File: src/rtl/wl_lock_pkg.sv
package wl_lock_pkg;

  typedef enum logic {
    LK_OPEN = 1'b0,
    LK_SHUT = 1'b1
  } lockStateT;

  // Strobes from the control to the datapath for one accepted write
  typedef struct packed {
    logic armGo;       // open guard shuts
    logic unlockGo;    // key pair matched, guard opens
    logic stageLoad;   // staging register takes write data
    logic stageClear;  // staging register returns to zero
    logic reject;      // ordinary write dropped while shut
  } lockCmdT;

endpackage

File: src/rtl/wl_decode.sv
module wl_decode #(
  parameter int          ADDR_W     = 12,
  parameter int          STATUS_OFS = 'h000,
  parameter int          STAGE_OFS  = 'h07C,
  parameter logic [31:0] KEY_UNLOCK = 32'hC0DEFA73
) (
  input  logic [ADDR_W-1:0] busAddr,
  input  logic [31:0]       busWdata,
  output logic              hitStatus,
  output logic              hitStage,
  output logic              unlockKeyOk
);

  localparam logic [ADDR_W-1:0] StatusAddr = ADDR_W'(STATUS_OFS);
  localparam logic [ADDR_W-1:0] StageAddr  = ADDR_W'(STAGE_OFS);

  always_comb begin
    hitStatus   = (busAddr == StatusAddr);
    hitStage    = (busAddr == StageAddr);
    unlockKeyOk = (busWdata == KEY_UNLOCK);
  end

endmodule

File: src/rtl/wl_ctrl.sv
module wl_ctrl
  import wl_lock_pkg::*;
(
  input  logic      clk,
  input  logic      rstN,
  input  logic      busWe,
  input  logic      hitStatus,
  input  logic      hitStage,
  input  logic      unlockKeyOk,
  input  logic      stageKeyOk,
  output lockCmdT   cmd,
  output lockStateT lockState,
  output logic      wrPermit,
  output logic      wrError
);

  lockStateT stateQ, stateD;
  logic      lockHit;

  assign lockHit = hitStatus | hitStage;

  always_comb begin
    cmd = '0;
    if (busWe) begin
      if (stateQ == LK_OPEN) begin
        if (lockHit) begin
          cmd.armGo      = 1'b1;
          cmd.stageClear = 1'b1;
        end
      end else begin
        if (hitStage) begin
          cmd.stageLoad = 1'b1;
        end else if (hitStatus) begin
          if (unlockKeyOk && stageKeyOk) begin
            cmd.unlockGo   = 1'b1;
            cmd.stageClear = 1'b1;
          end
        end else begin
          cmd.reject = 1'b1;
        end
      end
    end
  end

  always_comb begin
    stateD = stateQ;
    if (cmd.armGo)    stateD = LK_SHUT;
    if (cmd.unlockGo) stateD = LK_OPEN;
  end

  always_ff @(posedge clk or negedge rstN) begin
    if (!rstN) begin
      stateQ  <= LK_OPEN;
      wrError <= 1'b0;
    end else begin
      stateQ  <= stateD;
      wrError <= cmd.reject;
    end
  end

  assign wrPermit  = busWe && (stateQ == LK_OPEN) && !lockHit;
  assign lockState = stateQ;

endmodule

File: src/rtl/wl_datapath.sv
module wl_datapath
  import wl_lock_pkg::*;
#(
  parameter logic [31:0] KEY_STAGE = 32'hC0DE1248
) (
  input  logic        clk,
  input  logic        rstN,
  input  lockCmdT     cmd,
  input  logic [31:0] busWdata,
  input  logic        busRe,
  input  logic        hitStatus,
  input  logic        hitStage,
  input  lockStateT   lockState,
  output logic        stageKeyOk,
  output logic [31:0] busRdata,
  output logic        rdOwn
);

  logic [31:0] stageQ;

  always_ff @(posedge clk or negedge rstN) begin
    if (!rstN) begin
      stageQ <= '0;
    end else if (cmd.stageClear) begin
      stageQ <= '0;
    end else if (cmd.stageLoad) begin
      stageQ <= busWdata;
    end
  end

  assign stageKeyOk = (stageQ == KEY_STAGE);

  // Read answer is registered; the staging word never leaves the block
  always_ff @(posedge clk or negedge rstN) begin
    if (!rstN) begin
      busRdata <= '0;
      rdOwn    <= 1'b0;
    end else begin
      rdOwn    <= busRe && (hitStatus || hitStage);
      busRdata <= (busRe && hitStatus) ? {31'b0, lockState == LK_SHUT} : 32'b0;
    end
  end

endmodule

File: src/rtl/reg_write_lock.sv
module reg_write_lock
  import wl_lock_pkg::*;
#(
  parameter int          ADDR_W     = 12,
  parameter int          STATUS_OFS = 'h000,
  parameter int          STAGE_OFS  = 'h07C,
  parameter logic [31:0] KEY_STAGE  = 32'hC0DE1248,
  parameter logic [31:0] KEY_UNLOCK = 32'hC0DEFA73
) (
  input  logic              clk,
  input  logic              rstN,
  input  logic [ADDR_W-1:0] busAddr,
  input  logic [31:0]       busWdata,
  input  logic              busWe,
  input  logic              busRe,
  output logic [31:0]       busRdata,
  output logic              rdOwn,
  output logic              wrPermit,
  output logic              wrError,
  output logic              lockedOut
);

  logic      hitStatus, hitStage, unlockKeyOk, stageKeyOk;
  lockCmdT   cmd;
  lockStateT lockState;

  wl_decode #(
    .ADDR_W    (ADDR_W),
    .STATUS_OFS(STATUS_OFS),
    .STAGE_OFS (STAGE_OFS),
    .KEY_UNLOCK(KEY_UNLOCK)
  ) u_decode (
    .busAddr    (busAddr),
    .busWdata   (busWdata),
    .hitStatus  (hitStatus),
    .hitStage   (hitStage),
    .unlockKeyOk(unlockKeyOk)
  );

  wl_ctrl u_ctrl (
    .clk        (clk),
    .rstN       (rstN),
    .busWe      (busWe),
    .hitStatus  (hitStatus),
    .hitStage   (hitStage),
    .unlockKeyOk(unlockKeyOk),
    .stageKeyOk (stageKeyOk),
    .cmd        (cmd),
    .lockState  (lockState),
    .wrPermit   (wrPermit),
    .wrError    (wrError)
  );

  wl_datapath #(
    .KEY_STAGE(KEY_STAGE)
  ) u_data (
    .clk       (clk),
    .rstN      (rstN),
    .cmd       (cmd),
    .busWdata  (busWdata),
    .busRe     (busRe),
    .hitStatus (hitStatus),
    .hitStage  (hitStage),
    .lockState (lockState),
    .stageKeyOk(stageKeyOk),
    .busRdata  (busRdata),
    .rdOwn     (rdOwn)
  );

  assign lockedOut = (lockState == LK_SHUT);

endmodule

File: config.mk
export PLATFORM = sky130hd
export DESIGN_NAME = reg_write_lock
export DESIGN_NICKNAME = d
export VERILOG_FILES = /design/src/rtl/wl_lock_pkg.sv /design/src/rtl/wl_decode.sv /design/src/rtl/wl_ctrl.sv /design/src/rtl/wl_datapath.sv /design/src/rtl/reg_write_lock.sv
export SDC_FILE = /design/constraint.sdc
export NUM_CORES = 1
export LEC_CHECK = 0
export BUFFER_PORTS_ARGS = -buffer_cell sky130_fd_sc_hd__buf_2
export CAP_MARGIN = 15
export CORE_AREA = 4 4 70 72
export CTS_CLUSTER_SIZE = 14
export DETAILED_ROUTE_END_ITERATION = 10
export DIE_AREA = 0 0 74 76
export PLACE_DENSITY = 0.8
export SLEW_MARGIN = 20
export SYNTH_ARGS = -nofsm -noshare
export SYNTH_HDL_FRONTEND = slang
export SYNTH_SLANG_ARGS = --single-unit
File: constraint.sdc
create_clock -name clk -period 2.5 [get_ports clk]
set_input_delay 0.25 -clock clk [delete_from_list [all_inputs] [get_ports clk]]
set_output_delay 0.25 -clock clk [all_outputs]
set_load 0.05 [all_outputs]
; ---- Word-level counts from Yosys, hierarchy flattened
; Index checks and enable logic that the tools add are counted.
; W data, S select, Z words.
[op_classes]
shift = 0
multipliers = 0
reduce_logical = 10
div = 0
n_addsub = 0
eq_ne = 3
bitwise_logic = 2
order_cmp = 0
muxes = 17
[op_table]
columns = operator, n
row1 = $eq A32 B32 Y1 const B, 2
row2 = $mux W32, 2
row3 = $eq A12 B7 Y1 const B, 1
row4 = $logic_not A12 Y1, 1
row5 = $mux W1, 12
row6 = $logic_and A1 B1 Y1, 5
row7 = $mux W5, 1
row8 = $mux W2, 2
row9 = $reduce_bool A2 Y1, 2
row10 = $logic_not A1 Y1, 1
row11 = $logic_or A1 B1 Y1, 1
row12 = $not A1 Y1, 1
row13 = $or A1 B1 Y1, 1
[word_totals]
output_inout_bits = 36
latchBits = 0
romBits = 0
input_bits = 48
elab_cells = 37
memories = 0
ramBits = 0
ff_bits = 67

; ---- Logic depth before layout (Yosys ltp)
; Gate-level depths: netlist of the first run.
[depth]
ltp_word = 9
depth_mapped = 6
mapped_depth_nobuf = 5

; ---- Hierarchy
; From an unflattened synthesis of the first run, not the netlist that was laid out.
[unflattened]
hier_cells = 186
hier_area_um2 = 1964.4
[modules_own_cells]
columns = module, area_per_inst_um2, seq_area_each_um2, instances, cells_each
row1 = wl_datapath, 1684.1, 850.8, 1, 150
row2 = wl_decode, 141.4, 0.0, 1, 19
row3 = wl_ctrl, 138.9, 50.0, 1, 17

; ---- Worst setup path after synthesis of the first run
; Ideal clock, no wire load.
[synth_timing]
path_type = register -> register
startpoint = register u_data.stageQ[1]
endpoint = register u_data.stageQ[12]
stages_incl_launch_ff = 7
setup_ns = 0.119
synth_period_minus_slack_ns = 2.219
n_path_buf = 1
required_ns = 2.381
path_slack_ns = 0.281
arrival_ns = 2.100
cell_sequence = dfrtp_1 > or4b_1 > or4_1 > nor4_2 > a41o_2 > buf_12 > nor2_2
[synth_between]
elab_chain_len = 8
word_cells_on_any_way = 9
classes_between = eq/ne: 1 / mux: 6 / reduce/logical: 2
[synth_lines]
columns = element, line
row1 = from (decl), wl_datapath.sv:19  ; logic [31:0] stageQ;
row2 = from (signal assigned), wl_datapath.sv:27  ; stageQ <= busWdata;
row3 = $eq A32 B32 Y1 *, wl_datapath.sv:31  ; assign stageKeyOk = (stageQ == KEY_STAGE);
row4 = $logic_and A1 B1 Y1 *, wl_ctrl.sv:34  ; if (unlockKeyOk && stageKeyOk) begin
row5 = $mux W1 *, wl_ctrl.sv:34
row6 = $mux W1 *, wl_ctrl.sv:33  ; end else if (hitStatus) begin
row7 = $mux W2 *, wl_ctrl.sv:31  ; if (hitStage) begin
row8 = $mux W1 *, wl_ctrl.sv:25  ; if (stateQ == LK_OPEN) begin
row9 = $mux W5 *, wl_ctrl.sv:24  ; if (busWe) begin
row10 = $mux W32 or $reduce_bool A2 Y1 (tied branches), -
; Every way passes the cells marked *; elsewhere a longest branch is shown, timed or not.
; A chain may end at the register's enable or synchronous reset.

; ---- Worst setup path after layout of the first run
[layout_timing]
startpoint = register u_data.stageQ[1]
endpoint = register u_data.stageQ[9]
; Same word-level chain as after synthesis.

==> qor.txt, run 1 <==
Run status -> completed
Fillers -> 402
Later-pin clock latency in the skew report -> 0.28 ns
Crit path required time -> 2.66 ns
CTS Buf Count -> 5
Crit path time final -> 2.35 ns
Final setup skew -> 0.00854 ns
Yosys top cell by area -> dfrtp_1
Root buf cell -> clkbuf_8
Number of diodes -> 0
GPL Wtd Cong -> 0.790
Hold Crit Class -> in -> async
Largest stage delay on the critical path -> 0.53 ns
Critical path arrival -> 2.52 ns
Main area contributors after synthesis -> dfrtp_1, mux2i_1, buf_4
Slew Viols, Final -> 0
Design Power -> 1180 µW
Largest net degree at the start of global routing -> 37
Count of cell types in the netlist -> 30
Post-CTS setup buffers -> 0
Hold Buf Count CTS -> 0
Asr flop ratio synth -> 100%
Yosys warns -> 0
Routed wire length -> 4170 µm
MaxCap Viol Count -> 0
Initial Util -> 47.2%
Number of synthesized register bits -> 36
VDD IR max -> 0.198 mV
Crit-path slowest cell -> or4b_1
Share of layout cells above drive strength 1 -> 35.5%
Pwr Density -> 515 nW/µm²
Mapped Area -> 2030 µm²
Vias in the first global route -> 1414
DIE HEIGHT -> 76 µm
CTS tree -> yes
Final core utilization -> 53.6%
Placed Area -> 2200 µm²
Clock-pin transition on the worst setup and hold timing paths -> 0.07 ns
Unrepaired setup endpoints after global routing -> false
DRC -> 0
Launch point of the critical path -> u_data.stageQ[1]
Core Area -> 4290 µm²
Worst r2r dst -> u_data.stageQ[9]
Average size of a mapped cell -> 11.3 µm²
Synth Flop Type -> dfrtp_1
Fin crit share -> 94.2%
Setup crit end kind -> register
First-pass DRT Iterations -> 4
Setup Total Neg Slack -> 0 ns
Final setup viols -> 0
CP max FO -> 12
WL per Instance -> 14.6 µm
Crit path cell chain -> or4b_1 -> or4_1 -> nor4_2 -> a41o_4 -> nor2_1
Site Rows -> 24
GRT Util Overall -> 15.4%
Clock sinks -> 36
Post-route cell area -> 2300 µm²
Worst slew pin tran -> 0.798 ns
Leakage -> 0.00114 µW
Initial antenna violation count -> 0
R2r startpoint -> u_data.stageQ[1]
Fmax -> 425 MHz
Post-DP HPWL -> 3210 µm
Vias/cell -> 4.91
Setup CP Type -> reg -> reg
FF-to-FF path depth -> 5
Die width -> 74 µm
IO Port Bufs -> 52
Count leader, synth -> dfrtp_1
Vias -> 1403
Slew headroom -> 46.8%
EDFF count, synth -> 0
Worst Setup Start Kind -> register
Longest Clk Path Bufs -> 2
Die ar. -> 5620 µm²
Remaining antenna violation count after routing -> 0
Setup crit end -> u_data.stageQ[9]
H-tree depth -> 2
Most instantiated cells after synthesis -> dfrtp_1, mux2i_1, buf_4
First-pass GRT wire length -> 6730 µm
Post-CTS Resized -> 0
R2R setup slack -> 0.15 ns
Seq/Total Area, Yosys -> 44.5%
I/O Pins -> 84
1st-iter DRT viols -> 68
Syn Inst Count -> 179
Fin nets -> 281
Synth top area share -> 44.5%
Area Growth Syn to Fin -> 13.5%
GRT Residual Overflow -> 0
Final hold vios -> 0
cells by family after synthesis:
| kind of cell | share of synthesized area (%) |
|---|---|
| AO/OA/AOI/OAI | 0.927 |
| flip-flops | 44.5 |
| multiplexers | 16.3 |
| AND/OR/NAND/NOR | 23.4 |
| other | 0.185 |
| buffers and inverters | 14.7 |
state kept, by name (all words and copies together), names as in the netlist:
name	cells
u_data.rdOwn	1
u_data.busRdata	1
u_ctrl.lockState	1
u_data.stageQ	32
u_ctrl.wrError	1
cell usage in the layout, fill, tap and decap left out, types with 2 or more instances in the layout:
cell and n:
nor2_1 24, nand4_1 6, or4_2 2, clkbuf_1 2, dfrtp_1 36, mux2i_1 33
and4b_2 2, nand2_1 3, nor4b_1 4, clkbuf_8 6, nor2_2 10, buf_2 52
nor4_4 2, nor4_1 2, and4bb_2 2, nand4b_1 2, and3_1 2, conb_1 31
layout make-up:
cell class                 count  area, µm²  share of cell area (%)
timing repair buffer          54        288                    12.5
sequential                    36        901                    39.2
tap                           52       65.1                    2.83
clock buffer                   8       90.1                    3.92
multi-input combinational    136        956                    41.6
metrics by stage:
| step | cells | setup WS [ns] | hold WS [ns] |
|---|---|---|---|
| 2_1_floorplan | 209 | 0.281 | -0.0456 |
| 3_3_place_gp | 278 | 0.142 | 0.359 |
| 3_5_place_dp | 278 | 0.107 | 0.374 |
| 4_1_cts | 286 | 0.0940 | 0.0689 |
| 5_1_grt | 286 | 0.0159 | 0.123 |
| 6_report | 286 | 0.145 | 0.0365 |
worst min-delay path by stage:
stage / to / slack [ns] / depth (start not counted)
final: u_ctrl.wrError / 0.04 / 1
after global routing: u_ctrl.wrError / 0.12 / 1
after CTS: u_ctrl.wrError / 0.07 / 1
after detailed placement: u_ctrl.wrError / 0.37 / 1
after global placement: u_ctrl.wrError / 0.36 / 1
after floorplan: u_ctrl.lockState / -0.05 / 0
layer usage:
layer  GRT usage (%)  part of all wire (%)
met1            20.1                    43
met2            24.6                    48
met3            3.69                   7.8
met4            5.43                   1.3
met5               0                     0
worst max-delay path, delay by kind of cell, from the launching register on:
kind / cells / cell delay [ns]
flops: 1 / 0.37
compound gates: 1 / 0.39
simple gates: 4 / 1.49
report_power, final:
part           switching, µW  leakage (µW)  internal, µW  total (µW)
registers              0.624      0.000503           583         583
logic                    145      0.000590          35.2         180
clock network            196     0.0000455           225         421
Note: power is estimated with default switching activity, not from simulation.
==> run 2, diff against run 1 <==
--- a/config.mk
+++ b/config.mk
@@ -7,11 +7,13 @@
 export LEC_CHECK = 0
 export BUFFER_PORTS_ARGS = -buffer_cell sky130_fd_sc_hd__buf_2
 export CAP_MARGIN = 15
-export CORE_AREA = 4 4 70 72
+export CELL_PAD_IN_SITES_DETAIL_PLACEMENT = 1
+export CELL_PAD_IN_SITES_GLOBAL_PLACEMENT = 1
+export CORE_AREA = 4 4 81 83
 export CTS_CLUSTER_SIZE = 14
 export DETAILED_ROUTE_END_ITERATION = 10
-export DIE_AREA = 0 0 74 76
-export PLACE_DENSITY = 0.8
+export DIE_AREA = 0 0 85 87
+export PLACE_DENSITY = 0.78
 export SLEW_MARGIN = 20
 export SYNTH_ARGS = -nofsm -noshare
 export SYNTH_HDL_FRONTEND = slang
==> run 2 against run 1 <==
Against the previous run:
- core utilization decreased by 14 points
- sequential share of layout area decreased by 0.65 points
- cell count increased by 8.4%
- maximum frequency decreased by 1.8%
- final area increased by 1.7%
- sequential cell count unchanged
- register-to-register slack got worse by 0.04 ns
- critical endpoint is now u_data.stageQ[6]
- clock skew about the same
- sequential power about the same
- count of clock-buffer cells in the layout decreased by 2
- highest routed layer unchanged
- worst setup slack got worse by 0.043 ns
- first-iteration DRC count decreased by 26%
==> qor.txt, run 2 (same netlist as run 1, synthesis figures left out) <==
Leakage -> 0.00115 µW (+0.96%)
Vias -> 1489 (+6.1%)
R2r startpoint -> u_data.stageQ[1]
First-pass GRT wire length -> 8100 µm (+20%)
1st-iter DRT viols -> 50 (-26%)
FF-to-FF path depth -> 5 (unchanged)
Final hold vios -> 0 (unchanged)
Slew Viols, Final -> 0 (unchanged)
Initial antenna violation count -> 0 (unchanged)
Vias/cell -> 4.80 (-2.1%)
Share of layout cells above drive strength 1 -> 36.6% (+1.1 points)
Hold Buf Count CTS -> 0 (unchanged)
Vias in the first global route -> 1647 (+16%)
Final setup viols -> 0 (unchanged)
Die width -> 85 µm (+15%)
Sw Pwr -> 365 µW (+6.9%)
Total internal power -> 838 µW (-0.57%)
Run status -> completed
Clock-pin transition on the worst setup and hold timing paths -> 0.08 ns (about the same)
Placed Instances -> 302 (+8.6%)
Remaining antenna violation count after routing -> 0 (unchanged)
Initial Util -> 34.6% (-13 points)
Post-DP HPWL -> 3870 µm (+21%)
Later-pin clock latency in the skew report -> 0.29 ns (about the same)
VDD IR max -> 0.277 mV (+40%)
Slew headroom -> 46.3% (-0.52 points)
Commonest non-fill, non-tap cell in the layout -> buf_2
Root buf cell -> clkbuf_8
Fin crit share -> 95.9% (+1.7 points)
Launch point of the critical path -> u_data.stageQ[1]
Largest net degree at the start of global routing -> 37 (unchanged)
Final setup skew -> 0.00880 ns (+0.000267 ns)
Number of diodes -> 0 (unchanged)
Sequential share of power -> 48.5% (-0.8 points)
Finished Layout Cells -> 310 (+8.4%)
Longest Clk Path Bufs -> 2 (unchanged)
First-pass DRT Iterations -> 4 (unchanged)
Worst r2r dst -> u_data.stageQ[6]
Core Area -> 5850 µm² (+36%)
Fmax -> 417 MHz (-1.8%)
DIE HEIGHT -> 87 µm (+14%)
Worst Setup Start Kind -> register
Setup crit end -> u_data.stageQ[6]
MaxCap Viol Count -> 0 (unchanged)
Fin nets -> 282 (+0.36%)
Fillers -> 686 (+71%)
IO Port Bufs -> 52 (unchanged)
Setup crit end kind -> register
Critical path arrival -> 2.58 ns (+0.06 ns)
CTS tree -> yes
Most frequent cells in the layout -> buf_2, dfrtp_1, mux2i_1
Die ar. -> 7400 µm² (+31%)
Crit path time final -> 2.40 ns (+0.0429 ns)
Max reg flops -> 32 (unchanged)
Crit path required time -> 2.68 ns (+0.02 ns)
R2R setup slack -> 0.10 ns (-0.04 ns)
Switching Share -> 30.4% (+1.5 points)
Worst slew pin tran -> 0.806 ns (+0.00774 ns)
Top reg by flops -> u_data.stageQ
Setup CP Type -> reg -> reg
GRT Residual Overflow -> 0 (unchanged)
Combinational power share -> 15.2% (about the same)
Routed wire length -> 5010 µm (+20%)
Clk network pwr share -> 36.3% (+0.8 points)
GRT Util Overall -> 14.1% (-1.3 points)
Setup Total Neg Slack -> 0 ns (unchanged)
GPL Wtd Cong -> 0.765 (-3.2%)
WL per Instance -> 16.1 µm (+11%)
I/O Pins -> 84 (unchanged)
CP max FO -> 12 (unchanged)
Pwr Density -> 514 nW/µm² (-0.11%)
Post-CTS Resized -> 0 (unchanged)
H-tree depth -> 2 (unchanged)
Area Growth Syn to Fin -> 15.4%
Clock sinks -> 36 (unchanged)
Hold Crit Class -> in -> async
Site Rows -> 28 (+17%)
DRC -> 0 (unchanged)
Post-CTS setup buffers -> 0 (unchanged)
CTS Buf Count -> 5 (unchanged)
-- run 2: changes by cell type in the layout (fill, tap and decap cells not counted) --
cell	before	now
buf_4	1	2
clkinv_2	0	2
clkbuf_1	2	0
-- run 2: metrics by stage --
stage | hold WS [ns] | instance area, µm² | power [µW] | setup slack, ns | util [%]
after floorplan | -0.0456 | 2140 | 750 | 0.281 | -
after global placement | 0.382 | 2240 | 776 | 0.128 | 38.2
after detailed placement | 0.386 | 2240 | 777 | 0.0893 | 38.2
after CTS | 0.0731 | 2330 | 1220 | 0.0809 | 39.8
after global routing | 0.102 | 2340 | 1250 | -0.00289 | 40.0
final | 0.0377 | 2340 | 1200 | 0.102 | 40.0
-- run 2: metal layers --
layer / GRT usage [%] / vias to the layer above / wire [µm]
met5: 0 / - / 0
met4: 3.88 / 0 / 56
met3: 4.82 / 6 / 363
met2: 24.0 / 60 / 2500
met1: 17.0 / 738 / 2090
li1: - / 685 / -
-- run 2: power by group through the flow --
stage          Sequential, µW  Combinational, µW  Clock (µW)
2_1_floorplan             596                154           0
3_3_place_gp              594                181           0
3_5_place_dp              594                183           0
4_1_cts                   583                184         449
5_1_grt                   583                195         476
6_report                  583                183         437
-- run 2: worst min-delay path by stage --
stage | slack [ns] | endpoint | depth (start not counted)
3_5_place_dp | 0.39 | u_data.busRdata[0] | 1
2_1_floorplan | -0.05 | u_ctrl.lockState | 0
4_1_cts | 0.07 | u_data.busRdata[0] | 1
5_1_grt | 0.10 | u_ctrl.wrError | 1
3_3_place_gp | 0.38 | u_data.busRdata[0] | 1
6_report | 0.04 | u_ctrl.wrError | 1
-- run 2: layout make-up --
cell class / instances / area, µm² / share of cell area (%)
clock inverters: 2 / 10.0 / 0.428
multi-input cells: 136 / 956 / 40.9
clock buffers: 6 / 82.6 / 3.53
repair buffers: 55 / 295 / 12.6
well taps: 75 / 93.8 / 4.01
flip-flops and latches: 36 / 901 / 38.5
-- run 2: critical path, stage by stage (launching register included) --
cell,delay [ns]
dfrtp_1,0.38
or4b_1,0.52
or4_1,0.53
nor4_2,0.39
a41o_4,0.40
nor2_1,0.08
==> run 3, diff against run 2 <==
--- a/config.mk
+++ b/config.mk
@@ -9,11 +9,12 @@
 export CAP_MARGIN = 15
 export CELL_PAD_IN_SITES_DETAIL_PLACEMENT = 1
 export CELL_PAD_IN_SITES_GLOBAL_PLACEMENT = 1
-export CORE_AREA = 4 4 81 83
+export CORE_AREA = 5 5 82 84
 export CTS_CLUSTER_SIZE = 14
 export DETAILED_ROUTE_END_ITERATION = 10
-export DIE_AREA = 0 0 85 87
+export DIE_AREA = 0 0 87 89
 export PLACE_DENSITY = 0.78
+export SETUP_SLACK_MARGIN = 0.15
 export SLEW_MARGIN = 20
 export SYNTH_ARGS = -nofsm -noshare
 export SYNTH_HDL_FRONTEND = slang
==> run 3 against run 2 <==
Against the previous run:
- sequential share of layout area down 0.49 points
- sequential cell count unchanged
- clock skew hardly changed
- highest routed layer unchanged
- worst setup slack gained 0.17 ns
- cell count is 0.32% higher
- core utilization grew 0.51 points
- clock power hardly changed
- die area grew 4.7%
- routed wire length is 1.7% higher
- sequential power about the same
- global-route usage is 1.0 points lower
==> qor.txt, run 3 (same netlist as run 1, synthesis figures left out) <==
Crit path time final -> 2.23 ns (-0.172 ns)
Vias -> 1472 (-1.1%)
DRC -> 0 (unchanged)
Area Growth Syn to Fin -> 16.9%
Final setup viols -> 0 (unchanged)
R2r startpoint -> u_data.stageQ[1]
GRT met3 Usage -> 4.24% (-0.59 points)
Fin crit share -> 89.0% (-6.9 points)
Root buf cell -> clkbuf_8
FF-to-FF path depth -> 5 (unchanged)
GPL Wtd Cong -> 0.797 (+4.2%)
Core Area -> 5850 µm² (unchanged)
CTS Buf Count -> 5 (unchanged)
Vias in the first global route -> 1556 (-5.5%)
Commonest non-fill, non-tap cell in the layout -> buf_2
Pwr Density -> 507 nW/µm² (-1.4%)
CP max FO -> 6 (-6)
Longest Clk Path Bufs -> 2 (unchanged)
Hold Buf Count CTS -> 0 (unchanged)
First-pass GRT wire length -> 7620 µm (-6.0%)
Setup Total Neg Slack -> 0 ns (unchanged)
Remaining antenna violation count after routing -> 0 (unchanged)
Largest net degree at the start of global routing -> 37 (unchanged)
I/O Pins -> 84 (unchanged)
Post-DP HPWL -> 3830 µm (-1.0%)
Fin nets -> 283 (+0.35%)
Grt met2 use -> 20.6% (-3.4 points)
First-pass DRT Iterations -> 4 (unchanged)
Hold Crit Class -> in -> async
Setup crit end kind -> register
Setup CP Type -> reg -> reg
Setup crit end -> u_data.stageQ[31]
Worst slew pin tran -> 0.826 ns (+0.0201 ns)
Initial Util -> 34.6% (unchanged)
GRT met1 Usage -> 16.8% (-0.22 points)
Later-pin clock latency in the skew report -> 0.29 ns (about the same)
Initial antenna violation count -> 0 (unchanged)
Leakage -> 0.00117 µW (+2.2%)
IO Port Bufs -> 52 (unchanged)
Die width -> 87 µm (+2.4%)
Run status -> completed
Die ar. -> 7740 µm² (+4.7%)
Routed wire length -> 5090 µm (+1.7%)
Fmax -> 449 MHz (+7.7%)
Most frequent cells in the layout -> buf_2, dfrtp_1, mux2i_1
Max reg flops -> 32 (unchanged)
H-tree depth -> 2 (unchanged)
Launch point of the critical path -> u_data.stageQ[1]
Number of diodes -> 0 (unchanged)
Footprint of the multi-input gates -> 986 µm² (+3.1%)
CTS tree -> yes
Fillers -> 690 (+0.58%)
1st-iter DRT viols -> 65 (+30%)
Slew Viols, Final -> 0 (unchanged)
WL per Instance -> 16.4 µm (+1.4%)
Unrepaired setup endpoints after global routing -> false
Slew headroom -> 44.9% (-1.3 points)
VDD IR max -> 0.267 mV (-3.6%)
GRT Residual Overflow -> 0 (unchanged)
Final core utilization -> 40.5% (+0.51 points)
Busiest grt layer -> met2
Site Rows -> 28 (unchanged)
GRT Util Overall -> 13.1% (-1.0 points)
Final setup skew -> 0.00841 ns (-0.000397 ns)
Top reg by flops -> u_data.stageQ
Worst r2r dst -> u_data.stageQ[31]
Worst Setup Start Kind -> register
DIE HEIGHT -> 89 µm (+2.3%)
Share of layout cells above drive strength 1 -> 36.9% (+0.27 points)
FF/Latch Area -> 901 µm² (unchanged)
Final hold vios -> 0 (unchanged)
Clock-pin transition on the worst setup and hold timing paths -> 0.08 ns (about the same)
Vias/cell -> 4.73 (-1.5%)
Critical path arrival -> 2.41 ns (-0.17 ns)
R2R setup slack -> 0.27 ns (+0.17 ns)
Crit path required time -> 2.68 ns (about the same)
Clock sinks -> 36 (unchanged)
MaxCap Viol Count -> 0 (unchanged)
## run 3: cell types whose count changed in the layout (fill, tap and decap cells not counted), sizes merged
cell  change
a41o      +1
## run 3: area by class of cell
cell class / count / area share [%]
clock buffer: 6 / 3.49
clock inverter: 2 / 0.423
multi-input combinational: 137 / 41.6
sequential: 36 / 38.0
tap: 75 / 3.96
timing repair buffer: 55 / 12.5
## run 3: worst min path at each step
stage | startpoint | to | slack [ns] | cells after the start
floorplan | rstN | u_ctrl.lockState | -0.05 | 0
global placement | rstN | u_data.busRdata[0] | 0.38 | 1
detailed placement | rstN | u_ctrl.wrError | 0.39 | 1
CTS | rstN | u_ctrl.wrError | 0.08 | 1
global route | rstN | u_data.busRdata[0] | 0.11 | 1
finish | rstN | u_ctrl.wrError | 0.04 | 1
## run 3: what timing repair did
item | 4_1_cts | 5_1_grt
hold endpoints to repair | 0 | 0
gates cloned | 0 | 1
endpoints found under the setup margin | 12 | 12
gates resized for setup | 1 | 2
setup buffers | 0 | 0
pin swaps | 1 | 3
## run 3: report_power, final
group	total (µW)	switching (µW)	internal, µW	leakage [µW]
clock	434	214	220	0.0000510
combinational	184	149	35.4	0.000620
sequential	583	0.670	582	0.000503
## run 3: per-stage QoR
step	std cells	worst slack (ns)	hold slack, ns	power, µW	instance area [µm²]
floorplan	209	0.281	-0.0456	750	2140
global placement	302	0.128	0.384	775	2240
detailed placement	302	0.0910	0.391	777	2240
CTS	310	0.141	0.0753	1210	2340
global route	311	0.201	0.109	1250	2370
finish	311	0.275	0.0449	1200	2370
## run 3: layer usage
| metal | vias to the layer above | wire, µm |
|---|---|---|
| met5 | - | 0 |
| met4 | 0 | 37 |
| met3 | 2 | 390 |
| met2 | 63 | 2350 |
| met1 | 716 | 2310 |
| li1 | 691 | - |
## run 3: worst max-delay path: stages (launching register included)
cell and delay (ns):
dfrtp_1 0.38, or4b_1 0.52, or4_1 0.57, nor4_4 0.26, a41o_4 0.34, nor2_2 0.05
